===== config.mk =====
export PLATFORM = sky130hd
export DESIGN_NAME = can_irq_ctrl
export DESIGN_NICKNAME = d
export VERILOG_FILES = /design/src/rtl/can_irq_pkg.sv /design/src/rtl/can_irq_pend.sv /design/src/rtl/can_irq_prio.sv /design/src/rtl/can_irq_ctrl.sv
export SDC_FILE = /design/constraint.sdc
export NUM_CORES = 1
export LEC_CHECK = 0
export BUFFER_PORTS_ARGS = -buffer_cell sky130_fd_sc_hd__buf_2
export CAP_MARGIN = 0
export CORE_UTILIZATION = 57
export DETAILED_ROUTE_END_ITERATION = 8
export GPL_TIMING_DRIVEN = 0
export PLACE_DENSITY_LB_ADDON = 0.05
export RECOVER_POWER = 50
export SETUP_SLACK_MARGIN = 0.02
export SLEW_MARGIN = 20
export SYNTH_ARGS = -nofsm -noshare
export SYNTH_HDL_FRONTEND = slang
export SYNTH_SLANG_ARGS = --single-unit

===== constraint.sdc =====
create_clock -name clk -period 2.4 [get_ports clk]
set_input_delay 0.12 -clock clk [delete_from_list [all_inputs] [get_ports clk]]
set_output_delay 0.12 -clock clk [all_outputs]
set_load 0.005 [all_outputs]

===== src/rtl/can_irq_pkg.sv =====
// Package: shared constants and register address map of the CAN interrupt block.
// Assumes a 16-bit register bus with two address bits.
package can_irq_pkg;
    localparam int NBUF   = 15;
    localparam int NSRC   = NBUF + 1;
    localparam int DW     = 16;
    localparam int AW     = 2;
    localparam int NS_W   = 3;

    typedef enum logic [AW-1:0] {
        A_PEND = 2'd0,
        A_CLR  = 2'd1,
        A_EN   = 2'd2,
        A_STAT = 2'd3
    } reg_addr_e;
endpackage


===== src/rtl/can_irq_pend.sv =====
// Module: array of sticky pending flags, one per interrupt source.
// Assumes set and clear are single-cycle masks; a set beats a clear.
module can_irq_pend #(
    parameter int NSRC = 16
) (
    input  logic            clk,
    input  logic            rst_n,
    input  logic [NSRC-1:0] set_i,
    input  logic [NSRC-1:0] clr_i,
    output logic [NSRC-1:0] pend_o
);
    for (genvar i = 0; i < NSRC; i++) begin : g_flag
        // Hold one flag: set on event, clear on write-one, else keep.
        always_ff @(posedge clk) begin
            if (!rst_n)
                pend_o[i] <= 1'b0;
            else if (set_i[i])
                pend_o[i] <= 1'b1;
            else if (clr_i[i])
                pend_o[i] <= 1'b0;
        end
    end
endmodule


===== src/rtl/can_irq_prio.sv =====
// Module: fixed-priority encoder over enabled pending flags.
// Assumes the top bit is the error source (highest, code 0) and bit n
// a buffer reported as code n+1, the lowest index winning among buffers.
module can_irq_prio #(
    parameter  int NSRC = 16,
    localparam int CW   = $clog2(NSRC)
) (
    input  logic [NSRC-1:0] pend_i,
    input  logic [NSRC-1:0] en_i,
    output logic            req_o,
    output logic [CW-1:0]   code_o
);
    logic [NSRC-1:0] act;

    // Select the winning source and form request bit and code.
    always_comb begin
        act    = pend_i & en_i;
        req_o  = |act;
        code_o = '0;
        for (int i = NSRC - 2; i >= 0; i--) begin
            if (act[i]) code_o = CW'(i + 1);
        end
        if (act[NSRC-1]) code_o = '0;
    end
endmodule


===== src/rtl/can_irq_ctrl.sv =====
// Module: top of the CAN interrupt pending/priority block.
// Holds pending flags and code-enable mask, decodes the register bus,
// and drives the interrupt output. Read data is registered.
module can_irq_ctrl
    import can_irq_pkg::*;
#(
    parameter  int NB   = NBUF,
    localparam int NS   = NB + 1,
    localparam int CW   = $clog2(NS)
) (
    input  logic            clk,
    input  logic            rst_n,
    input  logic            bus_rd,
    input  logic            bus_wr,
    input  logic [AW-1:0]   bus_addr,
    input  logic [DW-1:0]   bus_wdata,
    output logic [DW-1:0]   bus_rdata,
    input  logic            err_evt,
    input  logic [NB-1:0]   buf_evt,
    input  logic [NS_W-1:0] node_state,
    output logic            irq
);
    logic [NS-1:0] evt_vec;
    logic [NS-1:0] clr_mask;
    logic [NS-1:0] pend_q;
    logic [NS-1:0] en_q;
    logic          irq_req;
    logic [CW-1:0] irq_code;
    logic [DW-1:0] rd_mux;

    assign evt_vec = {err_evt, buf_evt};

    // Decode a write to the clear register into a clear mask.
    always_comb begin
        clr_mask = '0;
        if (bus_wr && bus_addr == A_CLR) clr_mask = bus_wdata[NS-1:0];
    end

    can_irq_pend #(.NSRC(NS)) u_pend (
        .clk    (clk),
        .rst_n  (rst_n),
        .set_i  (evt_vec),
        .clr_i  (clr_mask),
        .pend_o (pend_q)
    );

    can_irq_prio #(.NSRC(NS)) u_prio (
        .pend_i (pend_q),
        .en_i   (en_q),
        .req_o  (irq_req),
        .code_o (irq_code)
    );

    // Store the code-enable mask on writes to its address.
    always_ff @(posedge clk) begin
        if (!rst_n)
            en_q <= '0;
        else if (bus_wr && bus_addr == A_EN)
            en_q <= bus_wdata[NS-1:0];
    end

    // Select read data; reserved and write-only locations give zero.
    always_comb begin
        rd_mux = '0;
        case (bus_addr)
            A_PEND: rd_mux[NS-1:0] = pend_q;
            A_EN:   rd_mux[NS-1:0] = en_q;
            A_STAT: begin
                rd_mux[CW-1:0]     = irq_code;
                rd_mux[4]          = irq_req;
                rd_mux[10:8]       = node_state;
            end
            default: rd_mux = '0;
        endcase
    end

    // Register the read data on a read strobe.
    always_ff @(posedge clk) begin
        if (!rst_n)
            bus_rdata <= '0;
        else if (bus_rd)
            bus_rdata <= rd_mux;
    end

    assign irq = irq_req;
endmodule


Word level (Yosys, flattened, before mapping)

Index checks and enable logic that the tools add are counted.

Input bits: 41
Word-level logic and storage cells: 95
Output and inout port bits: 17
Register bits after elaboration: 48

Bitwise gates (word level): 1
Reductions and logical operators: 20
Equality and inequality tests: 3
Mux-type cells: 53

Operators by type and width:

| kind                                                             | number |
|---|---|
| 4-bit 2-to-1 mux                                                 | 16 |
| 1-bit 2-to-1 mux                                                 | 32 |
| 2-bit nonzero test                                               | 16 |
| 16-bit bitwise AND                                               | 1 |
| 16-bit 2-to-1 mux                                                | 1 |
| 16-bit OR reduction                                              | 1 |
| 5-bit case mux with 3 select lines                               | 1 |
| 5-bit case mux with 2 select lines                               | 1 |
| 3-bit case mux with 3 select lines                               | 1 |
| 3-bit case mux with 2 select lines                               | 1 |
| 2-bit == test (second input constant)                            | 2 |
| 2-bit by 1-bit == test with 1-bit output (second input constant) | 1 |
| 1-bit logical AND                                                | 2 |
| 2-bit logical NOT                                                | 1 |

Depth between registers and ports, before layout

Gate-level depths: netlist (run 1).

Depth after elaboration: 18
Mapped depth: 6
Depth with buffers taken out: 4

By module

A second synthesis (run 1) with hierarchy kept.

Cell total of the unflattened synthesis: 274
Area, all modules: 2384.8 µm²

Modules (own cells, without submodules):

| module       | instances | sequential area each (µm²) | cells an instance | area each (µm²) |
|---|---|---|---|---|
| can_irq_ctrl | 1         | 640.6                      | 186               | 1577.8 |
| can_irq_pend | 1         | 320.3                      | 50                | 571.8 |
| can_irq_prio | 1         | 0.0                        | 38                | 235.2 |

Least setup slack after synthesis (run 1)

OpenSTA, ideal clock, no wires.

Path kind: register to register
From: reg u_pend.pend_o[6]
To: reg bus_rdata[2]
Cell stages (with the launch flop): 5
Data required time: 2.283 ns
Library setup time: 0.117 ns
Arrival time: 1.032 ns
Path buffers: 0
Clock period less this slack: 1.149 ns
Setup slack: 1.251 ns
Path through: dfxtp_1 a22oi_1 nand3_1 a41o_1 a22o_1

Word-level cells in the longest chain between the ends: 10

RTL lines:

| item                               | line               | text |
|---|---|---|
| from (decl)                        | can_irq_pend.sv:10 | `output logic [NSRC-1:0] pend_o` |
| from (signal, indexed assignment)  | can_irq_pend.sv:16 | `pend_o[i] <= 1'b0;` |
| from (signal, indexed assignment)  | can_irq_pend.sv:18 | `pend_o[i] <= 1'b1;` |
| from (signal, indexed assignment)  | can_irq_pend.sv:20 | `pend_o[i] <= 1'b0;` |
| 16-bit bitwise AND                 | can_irq_prio.sv:17 | `act = pend_i & en_i;` |
| 4-bit 2-to-1 mux (7 in series)     | can_irq_prio.sv:21 | `if (act[i]) code_o = CW'(i + 1);` |
| 4-bit 2-to-1 mux                   | can_irq_prio.sv:23 | `if (act[NSRC-1]) code_o = '0;` |
| 5-bit case mux with 3 select lines | can_irq_ctrl.sv:65 | `case (bus_addr)` |
| to (signal assigned)               | can_irq_ctrl.sv:82 | `bus_rdata <= rd_mux;` |
| to (decl)                          | can_irq_ctrl.sv:17 | `output logic [DW-1:0] bus_rdata,` |

No other way between the ends.
A chain may end at the register's enable or synchronous reset.

Final worst setup path (run 1)

From: reg u_pend.pend_o[9]
To: out irq

Word-level cells in the longest chain between the ends: 2

RTL lines:

| item                | line               | text |
|---|---|---|
| 16-bit bitwise AND  | can_irq_prio.sv:17 |  |
| 16-bit OR reduction | can_irq_prio.sv:18 | `req_o = \|act;` |
| to (decl)           | can_irq_ctrl.sv:21 | `output logic irq` |

No other way between the ends.

==> results of run 1 <==
worst max path at each step:
stage                         endpoint  depth (start not counted)
after floorplan           bus_rdata[2]                          4
after global placement             irq                          5
after detailed placement           irq                          5
after CTS                          irq                          5
after global routing               irq                          5
final                              irq                          5
worst min-delay path, stage by stage:
cell and delay [ns]:
buf_2 0.08, a21oi_1 0.03, nor2b_1 0.08
flip-flops by register name, summed over array words and instances, names as in the netlist:
register       count
en_q              16
u_pend.pend_o     16
bus_rdata         16
per-layer routing:
layer / GRT usage, % / part of all wire [%] / vias up / routed length [um]
met2: 44.1 / 44 / 62 / 2520
met1: 39.0 / 50 / 1023 / 2850
li1: - / - / 1101 / -
met4: 9.04 / 1.6 / 0 / 91
met5: 0 / 0 / - / 0
met3: 5.14 / 4.9 / 9 / 284
cell type report:
| type | count | area [um^2] | share of cell area (%) |
|---|---|---|---|
| Clock inverter | 1 | 7.51 | 0.268 |
| Buffer | 16 | 105 | 3.75 |
| Multi-Input combinational cell | 203 | 1290 | 46.2 |
| Timing Repair Buffer | 57 | 275 | 9.82 |
| Sequential cell | 48 | 961 | 34.3 |
| Tap cell | 50 | 62.6 | 2.23 |
| Clock buffer | 7 | 86.3 | 3.08 |
| Inverter | 3 | 11.3 | 0.402 |
cells by family after synthesis:
group,count (synthesis),synth area share (%)
AOI/OAI and AO/OA,79,25.1
buffers and inverters,19,4.95
DFF,48,40.4
muxes,15,6.95
and+or+nand+nor,109,22.6
cell usage after synthesis, types with 2 or more instances:
master / number
a21boi_0: 6
a21boi_1: 10
a21oi_1: 18
a221oi_1: 3
a22o_1: 8
a22oi_1: 6
a31oi_1: 2
a32o_1: 2
and2_1: 8
and3b_1: 3
buf_2: 4
buf_6: 5
clkbuf_1: 6
dfxtp_1: 48
inv_1: 3
mux2_4: 3
mux2i_1: 12
nand2_1: 61
nor2_1: 6
nor2b_1: 17
nor3_1: 3
nor3b_1: 3
o221ai_1: 2
o2bb2ai_1: 11
power by group:
group	leakage (nW)	switching [mW]	total (mW)	internal, mW
clock network	0.0445	0.267	0.501	0.234
registers	0.394	0.0435	0.877	0.834
logic	0.739	0.112	0.222	0.110
through the flow:
stage	utilization, %	cell area (um^2)	hold slack, ns	power [mW]
final	70.1	2800	0.0450	1.60
after global routing	70.1	2800	0.0404	1.68
after CTS	70.5	2820	0.0373	1.61
after detailed placement	68.1	2730	0.353	1.12
after global placement	68.1	2730	0.345	1.11
after floorplan	-	2380	0.255	1.02
==> flow_metrics.py, run 1 <==
metrics = {
    "global_routing": {
        "grt_pass1_wl_mm": 9.33,
        "grt_max_degree": 15,
        "grt_pass1_vias": 1956,
        "grt-ovfl-total": 0,
        "grtUsageTotal_pct": 28.3,
        "antenna_found_initial": 0,
    },
    "worst_setup_path": {
        "crit_buf_inv": 2,
        "r2r_slack_ns": 1.04,
        "crit_arrival_ns": 1.63,
        "path_cells": "a22oi_1, nand4b_1, nor3_1, inv_1, buf_2",
        "crit_path_start": "u_pend.pend_o[9]",
        "criticalPathCategory": "flop to primary output",
        "timing.rr.start": "u_pend.pend_o[6]",
        "critPathSlowestCell": "dfxtp_1",
        "slowest_delay_ns": 0.36,
        "crit_path_max_fanout": 4,
        "rr_worst_depth": 4,
        "cp-end-kind": "primary output",
        "worstSetupStartpointType": "flop",
        "r2r_end": "bus_rdata[2]",
        "crit_family": "simple AND/OR/NAND/NOR gates",
        "worstPathRequired_ns": 2.28,
    },
    "clock_tree": {
        "clk_latency_ns": 0.30,
        "postCtsSetupRepairBufs": 0,
        "cts_hold_buf": 0,
        "cts_resized": 0,
        "clkTransAtPathRegs_ns": 0.08,
        "cts_htree_levels": 2,
        "cts-root-buf": "clkbuf_8",
        "cts_sinks": 48,
        "numCtsBuffers": 5,
        "cts_tree": "done",
        "cts_buffer_depth": 2,
    },
    "sta": {
        "hold_viol": 0,
        "min_period_ns": 1.75,
        "max_clock_freq_mhz": 570,
        "slew_viol_final": 0,
        "slew-limit-headroom_pct": 70.6,
        "finClkSkew_ns": 0.00429,
        "fin_tns_setup_ns": 0,
        "rsz0062_at_grt": "false",
        "tightest_slew_ns": 0.441,
        "fin_ws_ns": 0.646,
        "finalCritPeriodShare_pct": 73.1,
        "setup_violations": 0,
    },
    "floorplanning": {
        "die_h_um": 66.6,
        "row_count": 23,
        "core_mm2": 0.00400,
        "initial_core_util_pct": 59.4,
        "fp.dieW_um": 66.6,
        "io_pins": 58,
        "dieArea_mm2": 0.00443,
    },
    "finish": {
        "fillerInstances": 336,
        "area_growth_pct": 17.9,
        "diodes": 0,
        "nets": 375,
        "final_cell_mix": "61 x nand2_1, 52 x buf_2, 48 x dfxtp_1",
        "mostFrequentLayoutCell": "nand2_1",
        "drive_above_1_share_pct": 21.8,
        "finalNonFillerCells": 385,
    },
    "detailed_routing": {
        "ant_nets": 0,
        "drc": 0,
        "drt_pass1_iterations": 4,
        "vias": 2195,
        "drt-total-wl_mm": 5.75,
        "vias_per_cell": 5.70,
        "wire_per_inst_um": 14.9,
        "initialDrtViolationCount": 137,
    },
    "synthesis": {
        "synth_seq_area_share_pct": 40.4,
        "yosysUniqueCellTypes": 44,
        "ys.warnings.count": 0,
        "syn_area_mm2": 0.00238,
        "synthesis.nets": 311,
        "ys_ff_latch": 48,
        "yosysTopAreaCellShare_pct": 40.4,
        "async_flop_share_pct": 0,
        "synth_ff_type": "dfxtp_1",
        "syn_avg_cell_area_um2": 8.80,
        "synth.largest_area_cell": "dfxtp_1",
        "synth-edff-count": 0,
        "synth_area_leaders": "dfxtp_1 40%, nand2_1 9.6%, mux2i_1 5.1%",
        "syn_inst": 270,
    },
    "worst_hold_path": {
        "holdPathEnd": "u_pend.pend_o[8]",
        "min_path_type": "primary input to flop",
        "hp-start": "buf_evt[8]",
        "worst_hold_path.num_cells": 3,
    },
    "pwr": {
        "powerDensity_mw_per_mm2": 571,
        "p_leak_nw": 1.18,
        "irDropWorstVdd_mv": 0.397,
    },
    "place": {
        "place_hpwl_mm": 4.34,
        "dp.cells": 377,
        "place_ws_ns": 0.989,
        "gp_congestion": 0.884,
        "portBuffers": 57,
    },
    "status": {
        "status": "finished clean",
    },
    "job": {
        "drv_cap": 0,
    },
}
Note: power is estimated with default switching activity, not from simulation.
==> run 2, diff against run 1 <==
--- a/config.mk
+++ b/config.mk
@@ -7,7 +7,7 @@
 export LEC_CHECK = 0
 export BUFFER_PORTS_ARGS = -buffer_cell sky130_fd_sc_hd__buf_2
 export CAP_MARGIN = 0
-export CORE_UTILIZATION = 57
+export CORE_UTILIZATION = 53
 export DETAILED_ROUTE_END_ITERATION = 8
 export GPL_TIMING_DRIVEN = 0
 export PLACE_DENSITY_LB_ADDON = 0.05
==> constraint.sdc (replaced) <==
create_clock -name clk -period 1.65 [get_ports clk]
set_input_delay 0.0825 -clock clk [delete_from_list [all_inputs] [get_ports clk]]
set_output_delay 0.0825 -clock clk [all_outputs]
set_load 0.005 [all_outputs]
==> run 2 against run 1 <==
Compared with the run above: hold slack worse by 0.042 ns; routed wire length is 8.6% higher; core utilization is 0.20 points lower; highest routed layer unchanged; die area is 7.3% higher; flip-flop and latch count stayed put; register-to-register slack worse by 0.71 ns; power is 73% higher; critical path type unchanged; sequential share of layout area is 1.1 points lower; critical path depth stayed put; combinational power is 48% higher; sequential power is 46% higher; clock power is 130% higher.
==> flow_metrics.py, run 2 (synthesis gave the netlist of run 1 again) <==
metrics = {
    "floorplanning": {
        "fp.dieW_um": 69.0,
        "row_count": 23,
        "core_mm2": 0.00414,
        "initial_core_util_pct": 57.4,
        "die_h_um": 69.0,
        "io_pins": 58,
        "dieArea_mm2": 0.00476,
    },
    "worst_setup_path": {
        "criticalPathCategory": "flop to primary output",
        "path_cells": "a22o_1, nand4b_1, nor3_2, inv_1, buf_2",
        "worstPathRequired_ns": 1.57,
        "timing.rr.start": "u_pend.pend_o[6]",
        "worstSetupStartpointType": "flop",
        "crit_path_max_fanout": 4,
        "crit_buf_inv": 2,
        "slowest_delay_ns": 0.36,
        "crit_family": "simple AND/OR/NAND/NOR gates",
        "r2r_end": "bus_rdata[0]",
        "rr_worst_depth": 4,
        "r2r_slack_ns": 0.33,
        "cp-end-kind": "primary output",
        "critPathSlowestCell": "dfxtp_1",
        "crit_arrival_ns": 1.50,
    },
    "detailed_routing": {
        "vias": 2221,
        "wire_per_inst_um": 16.2,
        "drt-total-wl_mm": 6.24,
        "ant_nets": 0,
        "vias_per_cell": 5.77,
        "initialDrtViolationCount": 155,
        "drt_pass1_iterations": 4,
        "drc": 0,
    },
    "finish": {
        "design_area_mm2": 0.00290,
        "multi_input_area_mm2": 0.00133,
        "nets": 375,
        "final_cell_mix": "61 x nand2_1, 48 x dfxtp_1, 46 x buf_2",
        "drive_above_1_share_pct": 22.4,
        "fillerInstances": 362,
        "mostFrequentLayoutCell": "nand2_1",
        "diodes": 0,
        "ff_latch_area_um2": 961,
        "largestRegisters": "bus_rdata (16), en_q (16), u_pend.pend_o (16)",
        "area_growth_pct": 21.8,
    },
    "clock_tree": {
        "postCtsSetupRepairBufs": 0,
        "cts_tree": "done",
        "clk_latency_ns": 0.30,
        "cts_sinks": 48,
        "numCtsBuffers": 5,
        "cts_hold_buf": 0,
        "cts-root-buf": "clkbuf_8",
        "cts_htree_levels": 2,
        "cts_buffer_depth": 2,
        "clkTransAtPathRegs_ns": 0.09,
    },
    "worst_hold_path": {
        "hp-start": "buf_evt[5]",
        "worst_hold_path.num_cells": 3,
        "min_path_type": "primary input to flop",
        "holdPathEnd": "u_pend.pend_o[5]",
    },
    "pwr": {
        "irDropWorstVdd_mv": 0.582,
        "sequentialPowerShare_pct": 46.3,
        "switchingPower_mw": 0.643,
        "p_leak_nw": 1.20,
        "power_mw": 2.77,
        "powerDensity_mw_per_mm2": 958,
        "swShare_pct": 23.2,
        "clkPwrFrac_pct": 41.9,
        "intPower_mw": 2.13,
        "power_frac_comb_pct": 11.8,
    },
    "place": {
        "portBuffers": 57,
        "place_hpwl_mm": 4.60,
        "gp_congestion": 0.897,
        "place_area_mm2": 0.00273,
    },
    "sta": {
        "finalCritPeriodShare_pct": 96.0,
        "rsz0062_at_grt": "false",
        "slew-limit-headroom_pct": 70.6,
        "tightest_slew_ns": 0.441,
        "min_period_ns": 1.58,
        "max_clock_freq_mhz": 632,
        "finClkSkew_ns": 0.00657,
        "setup_violations": 0,
        "hold_viol": 0,
        "slew_viol_final": 0,
        "fin_tns_setup_ns": 0,
    },
    "global_routing": {
        "grtUsageTotal_pct": 28.2,
        "grt-ovfl-total": 0,
        "grt_pass1_wl_mm": 9.80,
        "grt_pass1_vias": 2077,
        "antenna_found_initial": 0,
        "grt_max_degree": 16,
    },
    "status": {
        "status": "finished clean",
    },
    "job": {
        "drv_cap": 0,
    },
}
[run 2: changes by cell type in the layout (fill, tap and decap cells not counted), sizes merged]
cell      before  now
buf           58   52
clkinvlp       1    0
clkbuf        22   26
bufinv         0    3
[run 2: repair_timing]
| action | CTS | global route |
|---|---|---|
| hold endpoints to repair | 0 | 0 |
| endpoints found under the setup margin | 1 | 1 |
| gates resized for setup | 3 | 4 |
| pin swaps | 1 | 0 |
[run 2: worst max path at each step]
stage	startpoint	to	slack, ns	cells past startpoint
after global placement	u_pend.pend_o[9]	irq	0.27	5
after CTS	u_pend.pend_o[6]	irq	0.02	5
after detailed placement	u_pend.pend_o[10]	irq	0.25	5
final	u_pend.pend_o[8]	irq	0.07	5
after floorplan	u_pend.pend_o[6]	bus_rdata[2]	0.50	4
after global routing	u_pend.pend_o[8]	irq	0.005	5
[run 2: worst reg2reg max path: cells and delay by family (launching register included)]
| kind | cells | cell delay [ns] |
|---|---|---|
| flip-flops | 1 | 0.43 |
| AND/OR/NAND/NOR | 1 | 0.15 |
| AO/OA/AOI/OAI | 3 | 0.69 |
[run 2: metal layers]
metal,global-route usage (%),share of wire (%),wire length (um),up-vias
li1,-,-,-,1097
met1,37.3,47,2930,1025
met2,46.0,46,2850,87
met3,4.44,5.5,340,12
met4,9.95,1.8,110,0
met5,0,0,0,-
[run 2: metrics by stage]
step / util, % / setup slack (ns) / cells / hold slack, ns
after floorplan: - / 0.501 / 270 / 0.217
after global placement: 65.8 / 0.272 / 377 / 0.306
after detailed placement: 65.8 / 0.250 / 377 / 0.317
after CTS: 70.0 / 0.0249 / 385 / 0.00252
after global routing: 69.9 / 0.00484 / 385 / 0.0194
final: 69.9 / 0.0668 / 385 / 0.00323
[run 2: area by class of cell]
type                            instances  area share, %
Inverter                                3          0.389
Clock buffer                            5           2.38
Multi-Input combinational cell        203           45.9
Clock inverter                          3           3.11
Buffer                                 16           3.63
Sequential cell                        48           33.2
Timing Repair Buffer                   57           9.24
Tap cell                               50           2.16
[run 2: power by group through the flow]
stage | Combinational [mW] | Clock (mW) | Sequential, mW
after floorplan | 0.203 | 0 | 1.28
after CTS | 0.332 | 1.18 | 1.28
after detailed placement | 0.326 | 0 | 1.30
final | 0.328 | 1.16 | 1.28
after global routing | 0.363 | 1.21 | 1.29
after global placement | 0.320 | 0 | 1.30
